**config.mk**
```make
export PLATFORM = sky130hd
export DESIGN_NAME = eth_rx_addr_filter
export DESIGN_NICKNAME = d
export VERILOG_FILES = /design/src/rtl/eth_rxf_pkg.sv /design/src/rtl/rxf_cfg_regs.sv /design/src/rtl/rxf_crc_acc.sv /design/src/rtl/rxf_decide.sv /design/src/rtl/eth_rx_addr_filter.sv
export SDC_FILE = /design/constraint.sdc
export NUM_CORES = 1
export LEC_CHECK = 0
export CAP_MARGIN = 20
export CORE_MARGIN = 1
export CORE_UTILIZATION = 30
export CTS_BUF_LIST = sky130_fd_sc_hd__clkbuf_16
export DETAILED_ROUTE_END_ITERATION = 7
export DONT_BUFFER_PORTS = 1
export GPL_TIMING_DRIVEN = 1
export PLACE_DENSITY = 0.44
export SYNTH_ARGS = -nofsm -noshare
export SYNTH_HDL_FRONTEND = slang
export SYNTH_SLANG_ARGS = --single-unit
```
**constraint.sdc**
```tcl
create_clock -name clk -period 9.5 [get_ports clk]
set_clock_uncertainty 0.1 [all_clocks]
set_input_delay 0.95 -clock clk [delete_from_list [all_inputs] [get_ports clk]]
set_output_delay 0.95 -clock clk [all_outputs]
set_load 0.05 [all_outputs]
```
**src/rtl/eth_rxf_pkg.sv**
```systemverilog
package eth_rxf_pkg;

   localparam logic [31:0] CRC_POLY = 32'h04C1_1DB7;

   typedef enum logic [2:0] {
      CLS_NONE    = 3'd0,
      CLS_PROMISC = 3'd1,
      CLS_BCAST   = 3'd2,
      CLS_STATION = 3'd3,
      CLS_ALLMC   = 3'd4,
      CLS_HASH    = 3'd5
   } rxf_class_e;

   // bit0 promisc ... bit4 station accept
   typedef struct packed {
      logic sta_en;
      logic bcast_en;
      logic hash_en;
      logic allmc;
      logic promisc;
   } rxf_mode_t;

   // One byte of the Ethernet CRC: left-shifting register, data LSB first.
   function automatic logic [31:0] crc_step(input logic [31:0] c_in, input logic [7:0] d);
      logic [31:0] c;
      c = c_in;
      for (int i = 0; i < 8; i++) begin
         if (c[31] ^ d[i]) c = {c[30:0], 1'b0} ^ CRC_POLY;
         else              c = {c[30:0], 1'b0};
      end
      return c;
   endfunction

endpackage

```
**src/rtl/rxf_cfg_regs.sv**
```systemverilog
module rxf_cfg_regs
   import eth_rxf_pkg::*;
#(
   parameter int HASH_W = 64,
   parameter int HREG_W = 16,
   parameter int ADDR_W = 48,
   parameter int SEL_W  = 3,
   parameter int DATA_W = 32
) (
   input  logic              clk,
   input  logic              rst_n,
   input  logic              wr_en,
   input  logic [SEL_W-1:0]  wr_sel,
   input  logic [DATA_W-1:0] wr_data,
   input  logic              snap_load,
   output logic [ADDR_W-1:0] snap_station,
   output rxf_mode_t         snap_mode,
   output logic [HASH_W-1:0] snap_table
);
   localparam int HREGS = HASH_W / HREG_W;
   localparam int SEL_HASH0 = 3;
   localparam int HI_W = ADDR_W - DATA_W;

   logic [HI_W-1:0]   sta_hi_q;
   logic [DATA_W-1:0] sta_lo_q;
   rxf_mode_t         mode_q;
   logic [HASH_W-1:0] table_live;

   always_ff @(posedge clk) begin
      if (!rst_n) begin
         sta_hi_q <= '0;
         sta_lo_q <= '0;
         mode_q   <= '0;
      end else if (wr_en) begin
         if (wr_sel == SEL_W'(0)) sta_hi_q <= wr_data[HI_W-1:0];
         if (wr_sel == SEL_W'(1)) sta_lo_q <= wr_data;
         if (wr_sel == SEL_W'(2)) mode_q   <= rxf_mode_t'(wr_data[4:0]);
      end
   end

   // Word k holds table bits k*HREG_W .. k*HREG_W+HREG_W-1, MSB first.
   for (genvar k = 0; k < HREGS; k++) begin : g_hash
      logic [HREG_W-1:0] word_q;
      always_ff @(posedge clk) begin
         if (!rst_n)
            word_q <= '0;
         else if (wr_en && wr_sel == SEL_W'(SEL_HASH0 + k))
            word_q <= wr_data[HREG_W-1:0];
      end
      assign table_live[HASH_W-1-k*HREG_W -: HREG_W] = word_q;
   end

   always_ff @(posedge clk) begin
      if (!rst_n) begin
         snap_station <= '0;
         snap_mode    <= '0;
         snap_table   <= '0;
      end else if (snap_load) begin
         snap_station <= {sta_hi_q, sta_lo_q};
         snap_mode    <= mode_q;
         snap_table   <= table_live;
      end
   end


   snap_hold_chk: assert property (@(posedge clk) disable iff (!rst_n)
      !snap_load |=> ($stable(snap_mode) && $stable(snap_table) && $stable(snap_station)));

endmodule

```
**src/rtl/rxf_crc_acc.sv**
```systemverilog
module rxf_crc_acc
   import eth_rxf_pkg::*;
#(
   parameter int ADDR_BYTES = 6,
   parameter int IDX_W      = 6
) (
   input  logic                    clk,
   input  logic                    rst_n,
   input  logic                    in_valid,
   input  logic                    in_first,
   input  logic [7:0]              in_byte,
   output logic                    last_byte,
   output logic                    frame_start,
   output logic [ADDR_BYTES*8-1:0] full_addr,
   output logic [IDX_W-1:0]        crc_top
);
   localparam int AQ_W  = (ADDR_BYTES - 1) * 8;
   localparam int CNT_W = $clog2(ADDR_BYTES);
   localparam logic [CNT_W-1:0] CNT_LAST = CNT_W'(ADDR_BYTES - 1);

   logic [CNT_W-1:0] cnt_q;
   logic             busy_q;
   logic [31:0]      crc_q;
   logic [31:0]      crc_next;
   logic [AQ_W-1:0]  addr_q;
   logic             advance;

   assign frame_start = in_valid && in_first;
   assign advance     = in_valid && !in_first && busy_q;
   assign last_byte   = advance && (cnt_q == CNT_LAST);
   assign crc_next    = crc_step(in_first ? 32'hFFFF_FFFF : crc_q, in_byte);
   assign full_addr   = {addr_q, in_byte};
   assign crc_top     = crc_next[31 -: IDX_W];

   always_ff @(posedge clk) begin
      if (!rst_n) begin
         cnt_q  <= '0;
         busy_q <= 1'b0;
         crc_q  <= '0;
         addr_q <= '0;
      end else if (frame_start) begin
         cnt_q  <= CNT_W'(1);
         busy_q <= 1'b1;
         crc_q  <= crc_next;
         addr_q <= {{(AQ_W-8){1'b0}}, in_byte};
      end else if (advance) begin
         cnt_q  <= cnt_q + CNT_W'(1);
         busy_q <= (cnt_q != CNT_LAST);
         crc_q  <= crc_next;
         addr_q <= {addr_q[AQ_W-9:0], in_byte};
      end
   end


   cnt_range_chk: assert property (@(posedge clk) disable iff (!rst_n)
      busy_q |-> (cnt_q <= CNT_LAST && cnt_q != '0));


   last_ends_chk: assert property (@(posedge clk) disable iff (!rst_n)
      (last_byte && !frame_start) |=> !busy_q);

endmodule

```
**src/rtl/rxf_decide.sv**
```systemverilog
module rxf_decide
   import eth_rxf_pkg::*;
#(
   parameter int ADDR_W = 48,
   parameter int HASH_W = 64,
   parameter int IDX_W  = 6
) (
   input  logic              clk,
   input  logic              rst_n,
   input  logic              last_byte,
   input  logic [ADDR_W-1:0] addr,
   input  logic [IDX_W-1:0]  crc_top,
   input  logic [ADDR_W-1:0] station,
   input  rxf_mode_t         mode,
   input  logic [HASH_W-1:0] hash_table,
   output logic              dec_valid,
   output logic              dec_accept,
   output logic [2:0]        dec_class
);
   rxf_class_e cls_d;
   logic       is_group;
   logic       hash_hit;

   // Group bit is bit 0 of the first address byte.
   assign is_group = addr[ADDR_W-8];
   // Flat table is word0..word3 MSB first, so flat bit = CRC top bits.
   assign hash_hit = hash_table[crc_top];

   always_comb begin
      if (mode.promisc)                          cls_d = CLS_PROMISC;
      else if (mode.bcast_en && (&addr))         cls_d = CLS_BCAST;
      else if (mode.sta_en && addr == station)   cls_d = CLS_STATION;
      else if (is_group && mode.allmc)           cls_d = CLS_ALLMC;
      else if (is_group && mode.hash_en && hash_hit) cls_d = CLS_HASH;
      else                                       cls_d = CLS_NONE;
   end

   always_ff @(posedge clk) begin
      if (!rst_n) begin
         dec_valid  <= 1'b0;
         dec_accept <= 1'b0;
         dec_class  <= CLS_NONE;
      end else begin
         dec_valid  <= last_byte;
         dec_accept <= last_byte && (cls_d != CLS_NONE);
         dec_class  <= last_byte ? cls_d : CLS_NONE;
      end
   end


   single_pulse_chk: assert property (@(posedge clk) disable iff (!rst_n)
      dec_valid |=> !dec_valid);


   idle_quiet_chk: assert property (@(posedge clk) disable iff (!rst_n)
      !dec_valid |-> (!dec_accept && dec_class == CLS_NONE));


   accept_class_chk: assert property (@(posedge clk) disable iff (!rst_n)
      dec_valid |-> (dec_accept == (dec_class != CLS_NONE)));


   promisc_wins_chk: assert property (@(posedge clk) disable iff (!rst_n)
      (last_byte && mode.promisc) |=> (dec_accept && dec_class == CLS_PROMISC));

endmodule

```
**src/rtl/eth_rx_addr_filter.sv**
```systemverilog
module eth_rx_addr_filter
   import eth_rxf_pkg::*;
#(
   parameter int HASH_W     = 64,
   parameter int HREG_W     = 16,
   parameter int ADDR_BYTES = 6
) (
   input  logic        clk,
   input  logic        rst_n,
   input  logic        wr_en,
   input  logic [2:0]  wr_sel,
   input  logic [31:0] wr_data,
   input  logic        in_valid,
   input  logic        in_first,
   input  logic [7:0]  in_byte,
   output logic        dec_valid,
   output logic        dec_accept,
   output logic [2:0]  dec_class
);
   localparam int ADDR_W = ADDR_BYTES * 8;
   localparam int IDX_W  = $clog2(HASH_W);
   localparam int HREGS  = HASH_W / HREG_W;

   if (HASH_W != (1 << IDX_W) || IDX_W > 32)
      $error("HASH_W must be a power of two no wider than 2^32");
   if (HREGS * HREG_W != HASH_W || HREG_W > 32)
      $error("HASH_W must split into whole hash words of at most 32 bits");
   if (ADDR_BYTES != 6)
      $error("station register layout assumes a 6-byte address");
   if (HREGS + 3 > 8)
      $error("hash words do not fit the 3-bit register select");

   logic              last_byte;
   logic              frame_start;
   logic [ADDR_W-1:0] full_addr;
   logic [IDX_W-1:0]  crc_top;
   logic [ADDR_W-1:0] snap_station;
   rxf_mode_t         snap_mode;
   logic [HASH_W-1:0] snap_table;

   rxf_cfg_regs #(
      .HASH_W(HASH_W), .HREG_W(HREG_W), .ADDR_W(ADDR_W), .SEL_W(3), .DATA_W(32)
   ) u_cfg (
      .clk(clk), .rst_n(rst_n),
      .wr_en(wr_en), .wr_sel(wr_sel), .wr_data(wr_data),
      .snap_load(frame_start),
      .snap_station(snap_station), .snap_mode(snap_mode), .snap_table(snap_table)
   );

   rxf_crc_acc #(.ADDR_BYTES(ADDR_BYTES), .IDX_W(IDX_W)) u_crc (
      .clk(clk), .rst_n(rst_n),
      .in_valid(in_valid), .in_first(in_first), .in_byte(in_byte),
      .last_byte(last_byte), .frame_start(frame_start),
      .full_addr(full_addr), .crc_top(crc_top)
   );

   rxf_decide #(.ADDR_W(ADDR_W), .HASH_W(HASH_W), .IDX_W(IDX_W)) u_dec (
      .clk(clk), .rst_n(rst_n),
      .last_byte(last_byte), .addr(full_addr), .crc_top(crc_top),
      .station(snap_station), .mode(snap_mode), .hash_table(snap_table),
      .dec_valid(dec_valid), .dec_accept(dec_accept), .dec_class(dec_class)
   );

endmodule

```
After elaboration in Yosys (flattened, before gate mapping). Cells that the tools add are included.

Add/subtract/negate cells: 1. Multiply operators: 0. Div/mod/pow operators: 0. $lt $le $gt $ge: 1. Equal/unequal tests: 9. Shifts and indexed selects: 0. Mux-type cells: 24. Bitwise logic cells: 17. Reduce and logical (&&, ||, !) cells: 24.

Operators with widths (number): $mux 27 (8); $not 14->14 (8); $mux 32 (3); $eq 48x48->1 (1); $reduce_and 48->1 (1); $mux 8 (2); $mux 3 (5); $logic_and 1x1->1 (14); $eq 3x3->1 const B (4); $reduce_and 2->1 (4); $xor 1x1->1 (8); $lt 6x7->1 const B (1); $bmux 1 s6 (1); $eq 3x2->1 const B (2); $mux 1 (5); $add 3x1->3 const B (1); $eq 3x1->1 const B (1); $logic_not 3->1 (1); $ne 3x3->1 const B (1); $reduce_bool 3->1 (1); $reduce_bool 2->1 (1); $reduce_or 2->1 (1); $logic_not 1->1 (1); $not 1->1 (1).

Flip-flop bits (word level): 315. Bits in latches: 0. Memory bits (writable): 0. ROM bits: 0. Output and inout bits: 5. Logic and storage cells: 103. Memories: 0.

Logic depth before layout (Yosys ltp).
Depth after elaboration: 27. Gate-level depth with buffers: 13. Mapped depth without buffers: 10.

Hierarchy. A second synthesis with hierarchy kept.

Cell total of the unflattened synthesis: 1464. Area total of the unflattened synthesis: 14355.0 sq um.

Modules (own cells, without submodules): rxf_cfg_regs (times used 1, cells each 799, area each 8668.3 sq um); rxf_crc_acc (times used 1, cells each 478, area each 4080.2 sq um); rxf_decide (times used 1, cells each 187, area each 1606.5 sq um).

Worst setup path after synthesis. No wires, ideal clock.

Path kind: in2reg. Start: input port in_byte[4]. End: register u_dec.dec_accept. Library setup time: 127 ps. Arrival: 3506 ps. Setup slack: 5766 ps. Stages on the path: 12. Path buffers: 2. Cells stage by stage: buf_4 > xnor2_4 > xnor2_2 > xnor2_4 > xnor2_4 > buf_8 > mux2_1 > o22ai_1 > nor4b_1 > or4_4 > a221oi_2 > a21oi_1.

Cells in the longest elaborated chain, start to end: 16.

RTL lines: start, declared (RTL line eth_rx_addr_filter.sv:15) `input logic [7:0] in_byte,`; $xor 1x1->1 (RTL line eth_rxf_pkg.sv:28) `if (c[31] ^ d[i]) c = {c[30:0], 1'b0} ^ CRC_POLY;`; $mux 27 (3 in series) (RTL line eth_rxf_pkg.sv:28); $not 14->14 (no source line); $mux 27 (RTL line eth_rxf_pkg.sv:28); $bmux 1 s6 (RTL line rxf_decide.sv:27) `assign hash_hit = hash_table[crc_top];`; $mux 1 (implied by the code) (RTL line rxf_decide.sv:27); $logic_and 1x1->1 (RTL line rxf_decide.sv:34) `else if (is_group && mode.hash_en && hash_hit) cls_d = CLS_HASH;`; $mux 3 (RTL line rxf_decide.sv:34); $mux 3 (RTL line rxf_decide.sv:33) `else if (is_group && mode.allmc) cls_d = CLS_ALLMC;`; $mux 3 (RTL line rxf_decide.sv:32) `else if (mode.sta_en && addr == station) cls_d = CLS_STATION;`; $mux 3 (*) (RTL line rxf_decide.sv:31) `else if (mode.bcast_en && (&addr)) cls_d = CLS_BCAST;`; $mux 3 (*) (RTL line rxf_decide.sv:30) `if (mode.promisc) cls_d = CLS_PROMISC;`; $reduce_bool 3->1 (*) (RTL line rxf_decide.sv:45) `dec_accept <= last_byte && (cls_d != CLS_NONE);`; $logic_and 1x1->1 (*) (RTL line rxf_decide.sv:45); end signal, assigned (RTL line rxf_decide.sv:45); end, declared (RTL line rxf_decide.sv:17) `output logic dec_accept,`.

Mark *: on every way between the ends. The rest lies on a longest branch, timed or not. The select of a mux whose other input is x is not followed. A chain may end at the register's enable or synchronous reset.

Worst setup path in the final report.
Start: register u_crc.crc_q[28]. End: register u_dec.dec_accept.

Cells in the longest elaborated chain, start to end: 19.

RTL lines: start, declared (RTL line rxf_crc_acc.sv:23) `logic [31:0] crc_q;`; start signal, assigned (RTL line rxf_crc_acc.sv:44) `crc_q <= crc_next;`; start signal, assigned (RTL line rxf_crc_acc.sv:49) `crc_q <= crc_next;`; $mux 32 (*) (RTL line rxf_crc_acc.sv:31) `assign crc_next = crc_step(in_first ? 32'hFFFF_FFFF : crc_q, in_byte);`; $xor 1x1->1 (*) (RTL line eth_rxf_pkg.sv:28); $mux 27 (*) (RTL line eth_rxf_pkg.sv:28); $not 14->14 (no source line); $mux 27 (3 in series) (RTL line eth_rxf_pkg.sv:28); $not 14->14 (no source line); $mux 27 (RTL line eth_rxf_pkg.sv:28); $bmux 1 s6 (*) (RTL line rxf_decide.sv:27); $mux 1 (implied by the code) (*) (RTL line rxf_decide.sv:27); $logic_and 1x1->1 (*) (RTL line rxf_decide.sv:34); $mux 3 (*) (RTL line rxf_decide.sv:34); $mux 3 (*) (RTL line rxf_decide.sv:33); $mux 3 (*) (RTL line rxf_decide.sv:32); $mux 3 (*) (RTL line rxf_decide.sv:31); $mux 3 (*) (RTL line rxf_decide.sv:30); $reduce_bool 3->1 (*) (RTL line rxf_decide.sv:45); $logic_and 1x1->1 (*) (RTL line rxf_decide.sv:45).

Marks and branches as above.

==> flow_summary_export.csv <==
group,metric,value,unit
power,total_power,3.19,mW
worst_setup_path,crit_fanout,8,
clock_network,numCtsBuffers,39,
sta,finalSetupTns,0,ps
sta,drv_slew,0,
clock_network,cts_setup_buffers,0,
worst_setup_path,crit_start,"u_crc.crc_q[28]",
detailed_routing,drc,0,
synthesis,synth_area_per_cell,8.28,sq um
clock_network,insertion_delay,560,ps
detailed_routing,wl,41900,um
synthesis,yosysSeqAreaShare,0.451,
placed_design,gp_congestion,0.808,
global_route,grt_usage,0.177,
power,ir_worst_vdd,0.118,mV
synthesis,synth_edf_count,0,
worst_setup_path,crit_path_end_kind,"register",
global_route,antenna_found_initial,0,
die,row_count,78,
sta,fmax,0.272,GHz
detailed_routing,vias,10782,
synthesis,ys_seq_elements,315,
worst_setup_path,timing.critical_path.buf_inv,0,
die,start_util,0.306,
cells_and_area,final_nets,1685,
cells_and_area,area_delta_synth_final,11.3,%
worst_setup_path,cpPeakStageDelay,580,ps
sta,worst_slew_pin_slew,1040,ps
die,core,0.0457,sq mm
synthesis,synth_cells,1689,
cells_and_area,antenna_cells,0,
synthesis,syn_nets,1739,
cells_and_area,nFillCells,4885,
synthesis,synth_top_area_cell,"dfxtp_1",
run_status,status,"finished clean",
clock_network,ctsHoldBuffers,0,
global_route,grt_pass1_wl,63800,um
clock_network,path_clk_slew,60,ps
worst_setup_path,crit_path_cell_trace,"xor3_1 -> or3_1 -> a211oi_2 -> o211ai_1 -> nor3_1 -> a211oi_1 -> a22o_1 -> a211o_2 -> a221oi_2 -> a21oi_1",
synthesis,synth_area,0.0140,sq mm
detailed_routing,routed_via_density,4.76,
clock_network,cts_buffer_depth,3,
worst_setup_path,critPathTopFamily,"compound AO/OA/AOI/OAI gates",
clock_network,cts.repair.resized,0,
detailed_routing,drt-initial-drc-count,716,
run,cap_violations,0,
detailed_routing,drt-wirelength-per-cell,18.5,um
sta,fin_crit_sh,0.387,
synthesis,synth_top_cell_area_share,0.451,
worst_setup_path,worstSetupPathType,"register to register",
worst_setup_path,rr_startpoint,"u_crc.crc_q[28]",
clock_network,h-tree-depth,2,
die,die_area,0.0475,sq mm
placed_design,dp_slack,5530,ps
sta,fin_ws,5820,ps
synthesis,synth_ff_type,"dfxtp_1",
worst_setup_path,worstSetupStartpointType,"register",
global_route,grt_overflow,0,
worst_hold_path,hp-class,"register to register",
sta,post-route-min-period,3680,ps
global_route,grt_pass1_vias,10203,
sta,setup_viol,0,
detailed_routing,ant_nets,0,
die,dieWidth,218,um
placed_design,dp_hpwl,27100,um
die,io_pins,53,
cells_and_area,drive_above_1_share,0.0589,
worst_setup_path,required,9820,ps
synthesis,ys_types,60,
power,power_per_cell_area,205,mW/mm^2
sta,rsz0062_at_grt,"false",
synthesis,async_flop_share,0,
sta,relSlewSlack,0.307,
sta,hold_viol,0,
worst_hold_path,hp-start,"u_cfg.g_hash[3].word_q[0]",
clock_network,ctsRootBufferMaster,"clkbuf_16",
synthesis,synthTopCellsByArea,"dfxtp_1 45%, nand2_1 16%, a21boi_0 13%, xnor2_1 5.3%, clkbuf_1 2.5%",
placed_design,numPortBuffers,0,
power,p_leak,5.23,nW
detailed_routing,dr.pass1.iters,5,
clock_network,cts.sinks,315,
clock_network,tritoncts,"yes",
sta,holdWs,362,ps
synthesis,synth_warnings,0,
die,die_h,218,um
worst_setup_path,crit_arrival,4000,ps
global_route,grt_max_degree,279,
worst_setup_path,critPathSlowestCell,"dfxtp_1",
-- worst min-delay path, stage by stage (launching register included) --
cell	delay, ps
dfxtp_1	310
nand2_1	40
a21boi_0	60
-- metrics by stage --
| step | cells | util | instance area (sq um) |
|---|---|---|---|
| 6_report | 2265 | 0.341 | 15600 |
| 5_1_grt | 2265 | 0.341 | 15600 |
| 4_1_cts | 2265 | 0.341 | 15600 |
| 3_5_place_dp | 2194 | 0.316 | 14400 |
| 3_3_place_gp | 2193 | 0.315 | 14400 |
| 2_1_floorplan | 1689 | - | 14000 |
-- where the power goes --
| part | internal, mW | total (mW) | switching, mW |
|---|---|---|---|
| Sequential | 1.36 | 1.39 | 0.0283 |
| Clock | 0.765 | 1.36 | 0.595 |
| Combinational | 0.201 | 0.447 | 0.246 |
-- cells in the final DEF, fill, tap and decap left out, types with 4 or more instances in the layout --
cell type    n
mux2_1       7
nand4_1     21
nor2_1      37
o21ai_0     19
mux2i_1     21
or3_1        4
xnor2_1     85
o22ai_1      7
nor3_1       9
a21oi_1     45
nand3_1     10
and2_1      16
nor4_1       9
dfxtp_1    315
inv_1       15
nand2_1    600
clkinv_1     9
o211a_1     15
clkbuf_16   40
clkinv_2    10
a22o_1       7
nor2b_1     10
xor2_1      36
buf_4       14
a21boi_0   240
mux2_2       4
-- worst paths after layout --
check	slack, ps	endpoint	cells past startpoint
worst max-delay path	5820	u_dec.dec_accept	10
worst min-delay path	360	u_cfg.snap_table[0]	2
worst max register to register	5820	u_dec.dec_accept	10
worst min register to register	360	u_cfg.snap_table[0]	2
-- logic make-up after synthesis --
kind of cell	synth area share
and+or+nand+nor	0.215
muxes	0.0250
AOI/OAI and AO/OA	0.184
buffers and inverters	0.0360
adders and majority gates	0.00179
xor gates and xnor gates	0.0873
DFF	0.451
-- sequential cells by signal, summed over array words and instances, names as in the netlist, 5 cells and up --
| name | flops |
|---|---|
| u_cfg.g_hash.word_q | 64 |
| u_cfg.snap_table | 64 |
| u_cfg.snap_station | 48 |
| u_crc.addr_q | 40 |
| u_cfg.sta_lo_q | 32 |
| u_crc.crc_q | 32 |
| u_cfg.sta_hi_q | 16 |
| u_cfg.mode_q | 5 |
| u_cfg.snap_mode | 5 |
-- cell usage after synthesis (all sizes together) (4+ instances only) --
| cell type | instances |
|---|---|
| o211a | 16 |
| nor2b | 10 |
| and2 | 17 |
| inv | 8 |
| nand4 | 21 |
| mux2 | 12 |
| nor2 | 40 |
| a22o | 7 |
| a21boi | 241 |
| nor4 | 9 |
| nand2 | 601 |
| mux2i | 21 |
| xnor2 | 90 |
| xor2 | 36 |
| a21oi | 46 |
| nor3 | 11 |
| nand3 | 10 |
| clkbuf | 94 |
| o21ai | 21 |
| buf | 16 |
| o22ai | 7 |
| dfxtp | 315 |
| or3 | 4 |
| a211oi | 4 |
-- routing by layer --
layer | wire length [um] | vias to the layer above | part of all wire | global-route usage
met3 | 1900 | 56 | 0.045 | 0.0291
li1 | - | 5467 | - | -
met5 | 0 | - | 0 | 0
met1 | 21200 | 5087 | 0.51 | 0.257
met4 | 914 | 0 | 0.022 | 0.0538
met2 | 17900 | 172 | 0.43 | 0.265
-- area by class of cell --
| cell class | count | area (sq um) | share of cell area |
|---|---|---|---|
| timing repair buffer | 15 | 116 | 0.00747 |
| tap | 600 | 751 | 0.0482 |
| clock inverter | 31 | 158 | 0.0101 |
| inverter | 8 | 30.0 | 0.00193 |
| sequential | 315 | 6310 | 0.405 |
| multi-input combinational | 1256 | 7210 | 0.463 |
| clock buffer | 40 | 1000 | 0.0643 |
Note: power is estimated with default switching activity, not from simulation.
